<file path="config.mk">
export PLATFORM = sky130hd
export DESIGN_NAME = svc_regport
export DESIGN_NICKNAME = d
export VERILOG_FILES = /design/src/rtl/svc_pkg.sv /design/src/rtl/svc_sync_edge.sv /design/src/rtl/svc_frame_fsm.sv /design/src/rtl/svc_regfile.sv /design/src/rtl/svc_regport.sv
export SDC_FILE = /design/constraint.sdc
export NUM_CORES = 1
export LEC_CHECK = 0
export ABC_AREA = 1
export BUFFER_PORTS_ARGS = -buffer_cell sky130_fd_sc_hd__buf_4
export CAP_MARGIN = 20
export CORE_MARGIN = 3
export CORE_UTILIZATION = 57
export CTS_CLUSTER_SIZE = 28
export DETAILED_ROUTE_END_ITERATION = 8
export PLACE_DENSITY = 0.75
export SYNTH_ARGS = -nofsm -noshare
export SYNTH_HDL_FRONTEND = slang
export SYNTH_SLANG_ARGS = --single-unit
</file>
<file path="constraint.sdc">
create_clock -name clk -period 1.9 [get_ports clk]
set_clock_uncertainty 0.1 [all_clocks]
set_input_delay 0.38 -clock clk [delete_from_list [all_inputs] [get_ports clk]]
set_output_delay 0.38 -clock clk [all_outputs]
set_load 0.02 [all_outputs]
</file>
<file path="src/rtl/svc_pkg.sv">
package svc_pkg;
    localparam int DW = 8;
    localparam int AW = 4;

    typedef enum logic [2:0] {
        ST_IDLE,
        ST_ADDR,
        ST_WDATA,
        ST_COMMIT,
        ST_RDATA,
        ST_RTAIL,
        ST_HOLD
    } svc_state_e;

    localparam logic [AW-1:0] ADR_TEST   = 4'hA;
    localparam logic [AW-1:0] ADR_STATUS = 4'hB;
    localparam logic [AW-1:0] ADR_REF    = 4'hC;
    localparam logic [AW-1:0] ADR_GAIN_L = 4'hD;
    localparam logic [AW-1:0] ADR_GAIN_R = 4'hE;
    localparam logic [AW-1:0] ADR_BOTH   = 4'hF;
endpackage

</file>
<file path="src/rtl/svc_sync_edge.sv">
module svc_sync_edge #(
    parameter int   STAGES  = 2,
    parameter logic RST_VAL = 1'b0
) (
    input  logic clk,
    input  logic rst_n,
    input  logic d_i,
    output logic level_o,
    output logic rise_o,
    output logic fall_o
);
    localparam int PW = STAGES + 1;

    logic [PW-1:0] pipe_q;

    always_ff @(posedge clk or negedge rst_n) begin
        if (!rst_n) begin
            pipe_q <= {PW{RST_VAL}};
        end else begin
            pipe_q <= {pipe_q[PW-2:0], d_i};
        end
    end

    assign level_o = pipe_q[STAGES-1];
    assign rise_o  = pipe_q[STAGES-1] & ~pipe_q[STAGES];
    assign fall_o  = ~pipe_q[STAGES-1] & pipe_q[STAGES];
endmodule

</file>
<file path="src/rtl/svc_frame_fsm.sv">
module svc_frame_fsm
    import svc_pkg::*;
#(
    parameter int DW     = svc_pkg::DW,
    parameter int AW     = svc_pkg::AW,
    parameter int RW_BIT = 2,
    parameter int A_LSB  = 3
) (
    input  logic          clk,
    input  logic          rst_n,
    input  logic          cs_lvl,
    input  logic          sck_rise,
    input  logic          sck_fall,
    input  logic          sd_bit,
    input  logic [DW-1:0] rd_data,
    output logic          rd_req,
    output logic [AW-1:0] rd_addr,
    output logic          wr_en,
    output logic [AW-1:0] wr_addr,
    output logic [DW-1:0] wr_data,
    output logic          sdo,
    output logic          sdo_oe
);
    localparam int FRAME = 2 * DW;
    localparam int CW    = $clog2(FRAME);
    localparam logic [CW-1:0] ADDR_LAST = CW'(DW - 1);
    localparam logic [CW-1:0] DATA_LAST = CW'(FRAME - 1);

    svc_state_e state_q, state_d;

    logic [CW-1:0] cnt_q;
    logic [DW-1:0] rx_q;
    logic [DW-1:0] tx_q;
    logic [AW-1:0] addr_q;
    logic          sdo_q;
    logic          oe_q;
    logic [DW-1:0] byte_now;
    logic          addr_done;
    logic          last_rise;
    logic          shifting;

    assign byte_now  = {rx_q[DW-2:0], sd_bit};
    assign addr_done = (state_q == ST_ADDR) && sck_rise && (cnt_q == ADDR_LAST);
    assign last_rise = sck_rise && (cnt_q == DATA_LAST);
    assign shifting  = (state_q == ST_ADDR) || (state_q == ST_WDATA) || (state_q == ST_RDATA);

    assign rd_addr = byte_now[A_LSB +: AW];
    assign rd_req  = addr_done && byte_now[RW_BIT];

    // state register
    always_ff @(posedge clk or negedge rst_n) begin
        if (!rst_n) begin
            state_q <= ST_IDLE;
        end else begin
            state_q <= state_d;
        end
    end

    // transitions
    always_comb begin
        state_d = state_q;
        unique case (state_q)
            ST_IDLE:   if (!cs_lvl) state_d = ST_ADDR;
            ST_ADDR:   if (addr_done) state_d = byte_now[RW_BIT] ? ST_RDATA : ST_WDATA;
            ST_WDATA:  if (last_rise) state_d = ST_COMMIT;
            ST_COMMIT: state_d = ST_HOLD;
            ST_RDATA:  if (last_rise) state_d = ST_RTAIL;
            ST_RTAIL:  if (sck_fall) state_d = ST_HOLD;
            ST_HOLD:   state_d = ST_HOLD;
            default:   state_d = ST_IDLE;
        endcase
        if (cs_lvl && (state_q != ST_IDLE) && (state_q != ST_COMMIT)) begin
            state_d = ST_IDLE;
        end
    end

    // outputs and datapath
    always_ff @(posedge clk or negedge rst_n) begin
        if (!rst_n) begin
            cnt_q  <= '0;
            rx_q   <= '0;
            tx_q   <= '0;
            addr_q <= '0;
            sdo_q  <= 1'b0;
            oe_q   <= 1'b0;
        end else begin
            if (state_q == ST_IDLE) begin
                cnt_q <= '0;
                rx_q  <= '0;
            end else if (sck_rise && shifting) begin
                cnt_q <= cnt_q + 1'b1;
                rx_q  <= byte_now;
            end
            if (addr_done) begin
                addr_q <= rd_addr;
                if (byte_now[RW_BIT]) begin
                    tx_q <= rd_data;
                end
            end
            if ((state_q == ST_RDATA) && sck_fall) begin
                sdo_q <= tx_q[DW-1];
                tx_q  <= {tx_q[DW-2:0], 1'b0};
                oe_q  <= 1'b1;
            end
            if ((state_q == ST_RTAIL) && sck_fall) begin
                oe_q <= 1'b0;
            end
            if (cs_lvl) begin
                oe_q <= 1'b0;
            end
        end
    end

    assign wr_en   = (state_q == ST_COMMIT);
    assign wr_addr = addr_q;
    assign wr_data = rx_q;
    assign sdo     = sdo_q;
    assign sdo_oe  = oe_q;
endmodule

</file>
<file path="src/rtl/svc_regfile.sv">
module svc_regfile
    import svc_pkg::*;
#(
    parameter int            DW      = svc_pkg::DW,
    parameter int            AW      = svc_pkg::AW,
    parameter logic [DW-1:0] REF_RST = '1
) (
    input  logic          clk,
    input  logic          rst_n,
    input  logic          wr_en,
    input  logic [AW-1:0] wr_addr,
    input  logic [DW-1:0] wr_data,
    input  logic          rd_req,
    input  logic [AW-1:0] rd_addr,
    input  logic          set_left,
    input  logic          set_right,
    output logic [DW-1:0] rd_data,
    output logic [DW-1:0] gain_l,
    output logic [DW-1:0] gain_r,
    output logic [DW-1:0] ref_q,
    output logic [DW-1:0] test_q,
    output logic          gain_l_wr,
    output logic          gain_r_wr,
    output logic          stat_rd
);
    localparam int SW = 2;

    logic [SW-1:0] stat_q;
    logic          stat_clr;

    assign stat_clr = rd_req && (rd_addr == ADR_STATUS);

    always_ff @(posedge clk or negedge rst_n) begin
        if (!rst_n) begin
            gain_l    <= '0;
            gain_r    <= '0;
            ref_q     <= REF_RST;
            test_q    <= '0;
            gain_l_wr <= 1'b0;
            gain_r_wr <= 1'b0;
        end else begin
            gain_l_wr <= 1'b0;
            gain_r_wr <= 1'b0;
            if (wr_en) begin
                case (wr_addr)
                    ADR_GAIN_L: begin
                        gain_l    <= wr_data;
                        gain_l_wr <= 1'b1;
                    end
                    ADR_GAIN_R: begin
                        gain_r    <= wr_data;
                        gain_r_wr <= 1'b1;
                    end
                    ADR_BOTH: begin
                        gain_l    <= wr_data;
                        gain_r    <= wr_data;
                        gain_l_wr <= 1'b1;
                        gain_r_wr <= 1'b1;
                    end
                    ADR_REF:  ref_q  <= wr_data;
                    ADR_TEST: test_q <= wr_data;
                    default:  ;
                endcase
            end
        end
    end

    // overload flags: sticky, cleared by a status read, a new set wins
    always_ff @(posedge clk or negedge rst_n) begin
        if (!rst_n) begin
            stat_q  <= '0;
            stat_rd <= 1'b0;
        end else begin
            stat_q  <= (stat_clr ? '0 : stat_q) | {set_left, set_right};
            stat_rd <= stat_clr;
        end
    end

    always_comb begin
        case (rd_addr)
            ADR_GAIN_L: rd_data = gain_l;
            ADR_GAIN_R: rd_data = gain_r;
            ADR_REF:    rd_data = ref_q;
            ADR_TEST:   rd_data = test_q;
            ADR_STATUS: rd_data = {{(DW-SW){1'b0}}, stat_q};
            default:    rd_data = '0;
        endcase
    end
endmodule

</file>
<file path="src/rtl/svc_regport.sv">
module svc_regport
    import svc_pkg::*;
#(
    parameter int            DW       = svc_pkg::DW,
    parameter int            AW       = svc_pkg::AW,
    parameter int            SYNC     = 2,
    parameter logic [DW-1:0] REF_RST  = '1,
    parameter int            MOE_BIT  = 1,
    parameter int            MSEL_LSB = 2,
    parameter int            MSEL_W   = 3
) (
    input  logic              clk,
    input  logic              rst_n,
    input  logic              cs_n,
    input  logic              sclk,
    input  logic              sdata_in,
    output logic              sdata_out,
    output logic              sdata_oe,
    input  logic              ovl_left_set,
    input  logic              ovl_right_set,
    output logic [DW-1:0]     gain_left,
    output logic [DW-1:0]     gain_right,
    output logic              gain_left_wr,
    output logic              gain_right_wr,
    output logic [DW-1:0]     peak_ref,
    output logic              status_rd,
    output logic              mute_oe,
    output logic [MSEL_W-1:0] mute_sel
);
    logic          cs_lvl, cs_rise, cs_fall;
    logic          sck_lvl, sck_rise, sck_fall;
    logic          sd_lvl, sd_rise, sd_fall;
    logic          rd_req, wr_en;
    logic [AW-1:0] rd_addr, wr_addr;
    logic [DW-1:0] rd_data, wr_data, test_q;
    logic          unused_sync;

    svc_sync_edge #(.STAGES(SYNC), .RST_VAL(1'b1)) u_cs (
        .clk(clk), .rst_n(rst_n), .d_i(cs_n),
        .level_o(cs_lvl), .rise_o(cs_rise), .fall_o(cs_fall));

    svc_sync_edge #(.STAGES(SYNC), .RST_VAL(1'b0)) u_sck (
        .clk(clk), .rst_n(rst_n), .d_i(sclk),
        .level_o(sck_lvl), .rise_o(sck_rise), .fall_o(sck_fall));

    svc_sync_edge #(.STAGES(SYNC), .RST_VAL(1'b0)) u_sd (
        .clk(clk), .rst_n(rst_n), .d_i(sdata_in),
        .level_o(sd_lvl), .rise_o(sd_rise), .fall_o(sd_fall));

    assign unused_sync = ^{cs_rise, cs_fall, sck_lvl, sd_rise, sd_fall, test_q};

    svc_frame_fsm #(.DW(DW), .AW(AW)) u_fsm (
        .clk(clk), .rst_n(rst_n), .cs_lvl(cs_lvl),
        .sck_rise(sck_rise), .sck_fall(sck_fall), .sd_bit(sd_lvl),
        .rd_data(rd_data), .rd_req(rd_req), .rd_addr(rd_addr),
        .wr_en(wr_en), .wr_addr(wr_addr), .wr_data(wr_data),
        .sdo(sdata_out), .sdo_oe(sdata_oe));

    svc_regfile #(.DW(DW), .AW(AW), .REF_RST(REF_RST)) u_regs (
        .clk(clk), .rst_n(rst_n),
        .wr_en(wr_en), .wr_addr(wr_addr), .wr_data(wr_data),
        .rd_req(rd_req), .rd_addr(rd_addr),
        .set_left(ovl_left_set), .set_right(ovl_right_set),
        .rd_data(rd_data), .gain_l(gain_left), .gain_r(gain_right),
        .ref_q(peak_ref), .test_q(test_q),
        .gain_l_wr(gain_left_wr), .gain_r_wr(gain_right_wr),
        .stat_rd(status_rd));

    assign mute_oe  = test_q[MOE_BIT];
    assign mute_sel = test_q[MSEL_LSB +: MSEL_W];
endmodule

</file>
After elaboration in Yosys (flattened, before gate mapping)
Cells that the tools add are included.
{"block": "totals", "register_bits": 73, "input_bits": 7, "elab_cells": 99}
{"block": "op_classes", "n_bitwise": 5, "add_sub_neg": 1, "n_reduce_logical": 27, "n_eq_ne": 24, "n_mux": 24}
{"operator": "$eq 4x4->1 const B", "count": 11}
{"operator": "$mux 8", "count": 5}
{"operator": "$pmux 8 s5", "count": 1}
{"operator": "$mux 3", "count": 7}
{"operator": "$pmux 3 s6", "count": 1}
{"operator": "$ne 3x2->1 const B", "count": 4}
{"operator": "$logic_and 1x1->1", "count": 10}
{"operator": "$reduce_and 2->1", "count": 5}
{"operator": "$eq 3x3->1 const B", "count": 3}
{"operator": "$mux 4", "count": 2}
{"operator": "$mux 1", "count": 7}
{"operator": "$eq 3x2->1 const B", "count": 2}
{"operator": "$ne 3x1->1 const B", "count": 2}
{"operator": "$reduce_bool 2->1", "count": 3}
{"operator": "$reduce_bool 3->1", "count": 2}
{"operator": "$reduce_or 2->1", "count": 3}
{"operator": "$reduce_and 5->1", "count": 1}
{"operator": "$add 4x1->4 const B", "count": 1}
{"operator": "$eq 4x3->1 const B", "count": 1}
{"operator": "$eq 3x1->1 const B", "count": 1}
{"operator": "$logic_not 3->1", "count": 1}
{"operator": "$and 1x1->1", "count": 2}
{"operator": "$logic_or 1x1->1", "count": 2}
{"operator": "$mux 2", "count": 1}
{"operator": "other kinds (2)", "count": 3}

Logic depth before layout (Yosys ltp)
{"block": "depth", "word_depth": 8, "depth_mapped": 11, "ltp_nobuf": 10}

Hierarchy
From an unflattened synthesis, not the netlist that was laid out.
{"block": "unflattened", "hier_cells": 412, "area_unflattened_um2": 3661.0}
{"module": "svc_regfile", "n_inst": 1, "cells_each": 198, "area_each_um2": 1833.0, "seq_area_each_um2": 935.9}
{"module": "svc_frame_fsm", "n_inst": 1, "cells_each": 193, "area_each_um2": 1554.0, "seq_area_each_um2": 725.7}
{"module": "svc_sync_edge (u_sck ...)", "n_inst": 2, "cells_each": 7, "area_each_um2": 90.1, "seq_area_each_um2": 75.1}
{"module": "svc_sync_edge (u_cs)", "n_inst": 1, "cells_each": 7, "area_each_um2": 93.8, "seq_area_each_um2": 78.8}

Least setup slack after synthesis
Ideal clock, no wire load.
{"block": "synth_path", "kind": "register to register", "startpoint": "reg u_fsm.cnt_q[0]", "endpoint": "reg u_fsm.tx_q[1]", "slack_ps": 435, "arrival_ps": 1244, "stages_incl_launch_ff": 11, "t_required_ps": 1680, "cell_sequence": "dfrtp_1 > ha_1 > nand2_1 > inv_1 > nand3_1 > nor2_2 > nand2_4 > nand3_1 > nand2_1 > inv_1 > nand2_1"}
{"block": "synth_between", "elab_chain_cells": 4}
{"item": "from (decl)", "line_no": "svc_frame_fsm.sv:31", "rtl": "logic [CW-1:0] cnt_q;"}
{"item": "from (signal assigned)", "line_no": "svc_frame_fsm.sv:91", "rtl": "cnt_q <= cnt_q + 1'b1;"}
{"item": "$eq 4x3->1", "line_no": "svc_frame_fsm.sv:43", "rtl": "assign addr_done = (state_q == ST_ADDR) && sck_rise && (cnt_q == ADDR_LAST);"}
{"item": "$logic_and 1x1->1", "line_no": "svc_frame_fsm.sv:43"}
{"item": "$reduce_bool 2->1 (no line)"}
{"item": "$reduce_and 2->1 (no line)"}
{"item": "to (signal assigned)", "line_no": "svc_frame_fsm.sv:97", "rtl": "tx_q <= rd_data;"}
{"item": "to (signal assigned)", "line_no": "svc_frame_fsm.sv:102", "rtl": "tx_q <= {tx_q[DW-2:0], 1'b0};"}
{"item": "to (decl)", "line_no": "svc_frame_fsm.sv:33", "rtl": "logic [DW-1:0] tx_q;"}
Every way passes these cells.
A chain may end at the register's enable or synchronous reset.

Worst setup path in the final report
{"block": "layout_path", "startpoint": "reg u_fsm.state_q[0]", "endpoint": "reg u_fsm.state_q[1]"}
{"block": "layout_between", "elab_chain_cells": 5, "elab_cells_between_ends": 22, "classes_between": "12 x eq/ne; 2 x mux; 8 x reduce/logical"}
{"item": "from (decl)", "line_no": "svc_frame_fsm.sv:29", "rtl": "svc_state_e state_q, state_d;"}
{"item": "from (signal assigned)", "line_no": "svc_frame_fsm.sv:55", "rtl": "state_q <= state_d;"}
{"item": "$eq 3x1->1 or $reduce_bool 3->1 (tied branches)", "line_no": "svc_frame_fsm.sv:43, svc_frame_fsm.sv:62, svc_frame_fsm.sv:72"}
{"item": "$logic_and 1x1->1, on equally long branches (2 in series)", "line_no": "svc_frame_fsm.sv:43, svc_frame_fsm.sv:72"}
{"item": "$ne 3x2->1 (no line) or $ne 3x1->1 (tied branches)"}
{"item": "$reduce_and 5->1 (no line)"}
Several ways; a longest one is shown, not always the timed one.

==> flow_summary_export.csv <==
group,metric,value,unit
pwr,power,3592,uW
cts,cts_max_level,3,
yosys,synthFlopType,"dfrtp_1",
pwr,clkPwrFrac,35.5,%
timing,fin_tns_setup,0,ns
detailed_routing,via_per_inst,5.639,
pwr,p_leak,0.001937,uW
yosys,async_flop_share,100.0,%
pwr,ir_drop,0.5079,mV
cts,numCtsBuffers,9,
critical_path,crit_path_end_kind,"flip-flop",
critical_path,cp_cell_sequence,"inv_1 > nand2_1 > nor2_1 > inv_2 > nand3_2 > inv_1 > nor2_1 > nand3_1 > nand2_1",
placement,dp.final_hpwl,5.454,mm
yosys,synth.avg_cell_area,8.815,um2
cells_and_area,area_delta_synth_final,17.87,%
critical_path,crit_path_top_delay_cell,"dfrtp_2",
critical_path,critPathKind,"flip-flop to flip-flop",
cts,cts_tree,"yes",
critical_path,startpoint_type,"flip-flop",
placement,portBuffers,39,
pwr,switchingPower,1098,uW
pwr,swShare,30.57,%
cells_and_area,fin_nets,429,
detailed_routing,drt_wl_total,7.802,mm
die,initial_core_util,59.30,%
die,dieHeight,82.16,um
cts,clk_pin_slew,0.07,ns
die,ios,40,
detailed_routing,drtIter0Drc,236,
critical_path,required,2.09,ns
yosys,synth_top_area_share,47.69,%
yosys,synth_area,3306,um2
timing,setup_violations,0,
yosys,synth_nets,383,
yosys,synth-seq-cells,73,
timing,relSlewSlack,74.51,%
cells_and_area,final_layout_size_suffix_gt1_share,23.24,%
global_routing,grt_max_degree,36,
global_routing,grt_pass1_wl,13.12,mm
yosys,syn_inst,375,
cells_and_area,final_util,69.90,%
pwr,intPower,2494,uW
yosys,yosys-top-cells-count,"nand2_1, dfrtp_1, nand3_1",
min_path,hold_class,"input port to flip-flop",
critical_path,critPathBufInv,3,
timing,finalMaxSlewViolations,0,
cells_and_area,antenna_cells,0,
cts,clockBufferDepth,2,
die,dieArea,6749,um2
timing,max_freq,0.5734,GHz
yosys,synthDistinctLibCells,28,
critical_path,cp.arrival,1.93,ns
detailed_routing,detail_route.wl_per_cell,15.67,um
cts,post_cts_buffers,0,
timing,period_share,91.79,%
timing,rsz0062_at_grt,"false",
timing,hold_viol_final,0,
pwr,pwr-share-seq,46.8,%
critical_path,crit_fanout,14,
detailed_routing,num_vias,2808,
die,fp.coreArea,5574,um2
pwr,power.density,921.9,nW/um2
run,max-cap-violations,0,
cts,cts_sinks,73,
die,die_w,82.16,um
global_routing,grt_usage,26.01,%
cts,clk-insertion-delay-late,0.35,ns
critical_path,max_stage_delay,0.47,ns
global_routing,antenna_found_initial,0,
detailed_routing,dr.pass1.iters,6,
pwr,power_frac_comb,17.7,%
yosys,synth-edff-count,0,
timing,holdWs,0.03320,ns
global_routing,grt_pass1_vias,2592,
yosys,yosysWarnings,0,
placement,gp_congestion,0.8743,
yosys,yosysMostFrequentCell,"nand2_1",
die,rows,27,
yosys,yosysTopAreaCell,"dfrtp_1",
cts,cts-root-buf,"clkbuf_8",
detailed_routing,ant_nets,0,
critical_path,crit_family,"simple AND/OR/NAND/NOR gates",
placement,pre_cts_ws,0.08751,ns
timing,setup_ws,0.1560,ns
timing,tightest_slew,0.3811,ns
timing,period_minus_slack,1.744,ns
global_routing,grt-ovfl-total,0,
status,status,"complete, no violations",
yosys,synthTopCellsByArea,"dfrtp_1, nand2_1, dfstp_2",
detailed_routing,drc,0,
yosys,seq_area_frac_synth,55.64,%
layout by cell type (no fill, tap or decap), drive strengths merged:
| cell type | Yosys | routed |
|---|---|---|
| nand2 | 120 | 120 |
| dfrtp | 63 | 63 |
| o21ai | 54 | 54 |
| buf | 11 | 45 |
| nand3 | 41 | 41 |
| inv | 36 | 36 |
| nor2 | 18 | 18 |
| clkbuf | 0 | 14 |
| dfstp | 10 | 10 |
| nand4 | 10 | 10 |
| nor3 | 5 | 5 |
| o21bai | 2 | 2 |
| a31oi | 1 | 1 |
| a21oi | 1 | 1 |
| xor2 | 1 | 1 |
| nand3b | 1 | 1 |
| ha | 1 | 1 |
| bufinv | 0 | 1 |
| clkinv | 0 | 1 |
| dlygate4sd3 | 0 | 1 |
sequential cells by signal (all words and copies together) (netlist names), 3 cells and up:
name and flops:
u_regs.gain_r 8, u_fsm.wr_addr 4, u_fsm.wr_data 8, u_fsm.tx_q 8, u_sck.pipe_q 3, u_regs.gain_l 8
u_fsm.state_q 3, u_regs.test_q 8, u_regs.ref_q 8, u_fsm.cnt_q 4
power by group through the flow:
stage | Clock [uW] | Sequential, uW | Combinational, uW
6_report | 1270 | 1680 | 635
5_1_grt | 1350 | 1690 | 716
4_1_cts | 1280 | 1680 | 625
3_5_place_dp | 0 | 1710 | 603
3_3_place_gp | 0 | 1700 | 587
2_1_floorplan | 0 | 1680 | 492
cells by family (layout without fill, tap and decap cells):
family / count (synthesis) / after routing / synth area share (%)
AND/OR/NAND/NOR: 195 / 195 / 28.50
AO/OA/AOI/OAI: 58 / 58 / 8.970
flip-flops: 73 / 73 / 55.64
buffers and inverters: 47 / 98 / 6.245
adder cells (fa/ha/maj): 1 / 1 / 0.3784
XOR/XNOR: 1 / 1 / 0.2650
area by class of cell:
type | instances | area (um2)
clock inverter | 2 | 35.03
sequential | 73 | 1841
fill | 438 | 1678
clock buffer | 14 | 172.7
multi-input combinational | 255 | 1262
inverter | 36 | 135.1
timing repair buffer | 46 | 360.3
tap | 72 | 90.09
final timing paths:
check / startpoint / end / slack (ns) / depth (start not counted)
worst max-delay path: u_fsm.state_q[0] / u_fsm.state_q[1] / 0.16 / 9
worst min-delay path: sdata_in / u_sd.pipe_q[0] / 0.03 / 1
worst max register to register: u_fsm.state_q[0] / u_fsm.state_q[1] / 0.16 / 9
worst min register to register: u_sd.pipe_q[0] / u_sd.pipe_q[1] / 0.25 / 0
max in group asynchronous: rst_n / u_regs.ref_q[7] / 0.74 / 3
min in group asynchronous: rst_n / u_fsm.state_q[1] / 0.38 / 2
per-stage QoR:
| stage | cell area (um2) | std cells |
|---|---|---|
| 2_1_floorplan | 3306 | 375 |
| 3_3_place_gp | 3675 | 481 |
| 3_5_place_dp | 3675 | 481 |
| 4_1_cts | 3892 | 498 |
| 5_1_grt | 3896 | 498 |
| 6_report | 3896 | 498 |
metal layers:
layer / wire length [um] / track usage [%]
met2: 3432 / 35.78
met1: 3605 / 39.24
met5: 0 / 0
met4: 202 / 11.96
met3: 561 / 5.531
what timing repair did:
item | 4_1_cts | 5_1_grt
hold buffers | 1 | 0
endpoints found under the setup margin | 0 | 11
resized for setup | 0 | 2
endpoints found under the hold margin | 22 | 0
Power figures use the tool's default switching activity.
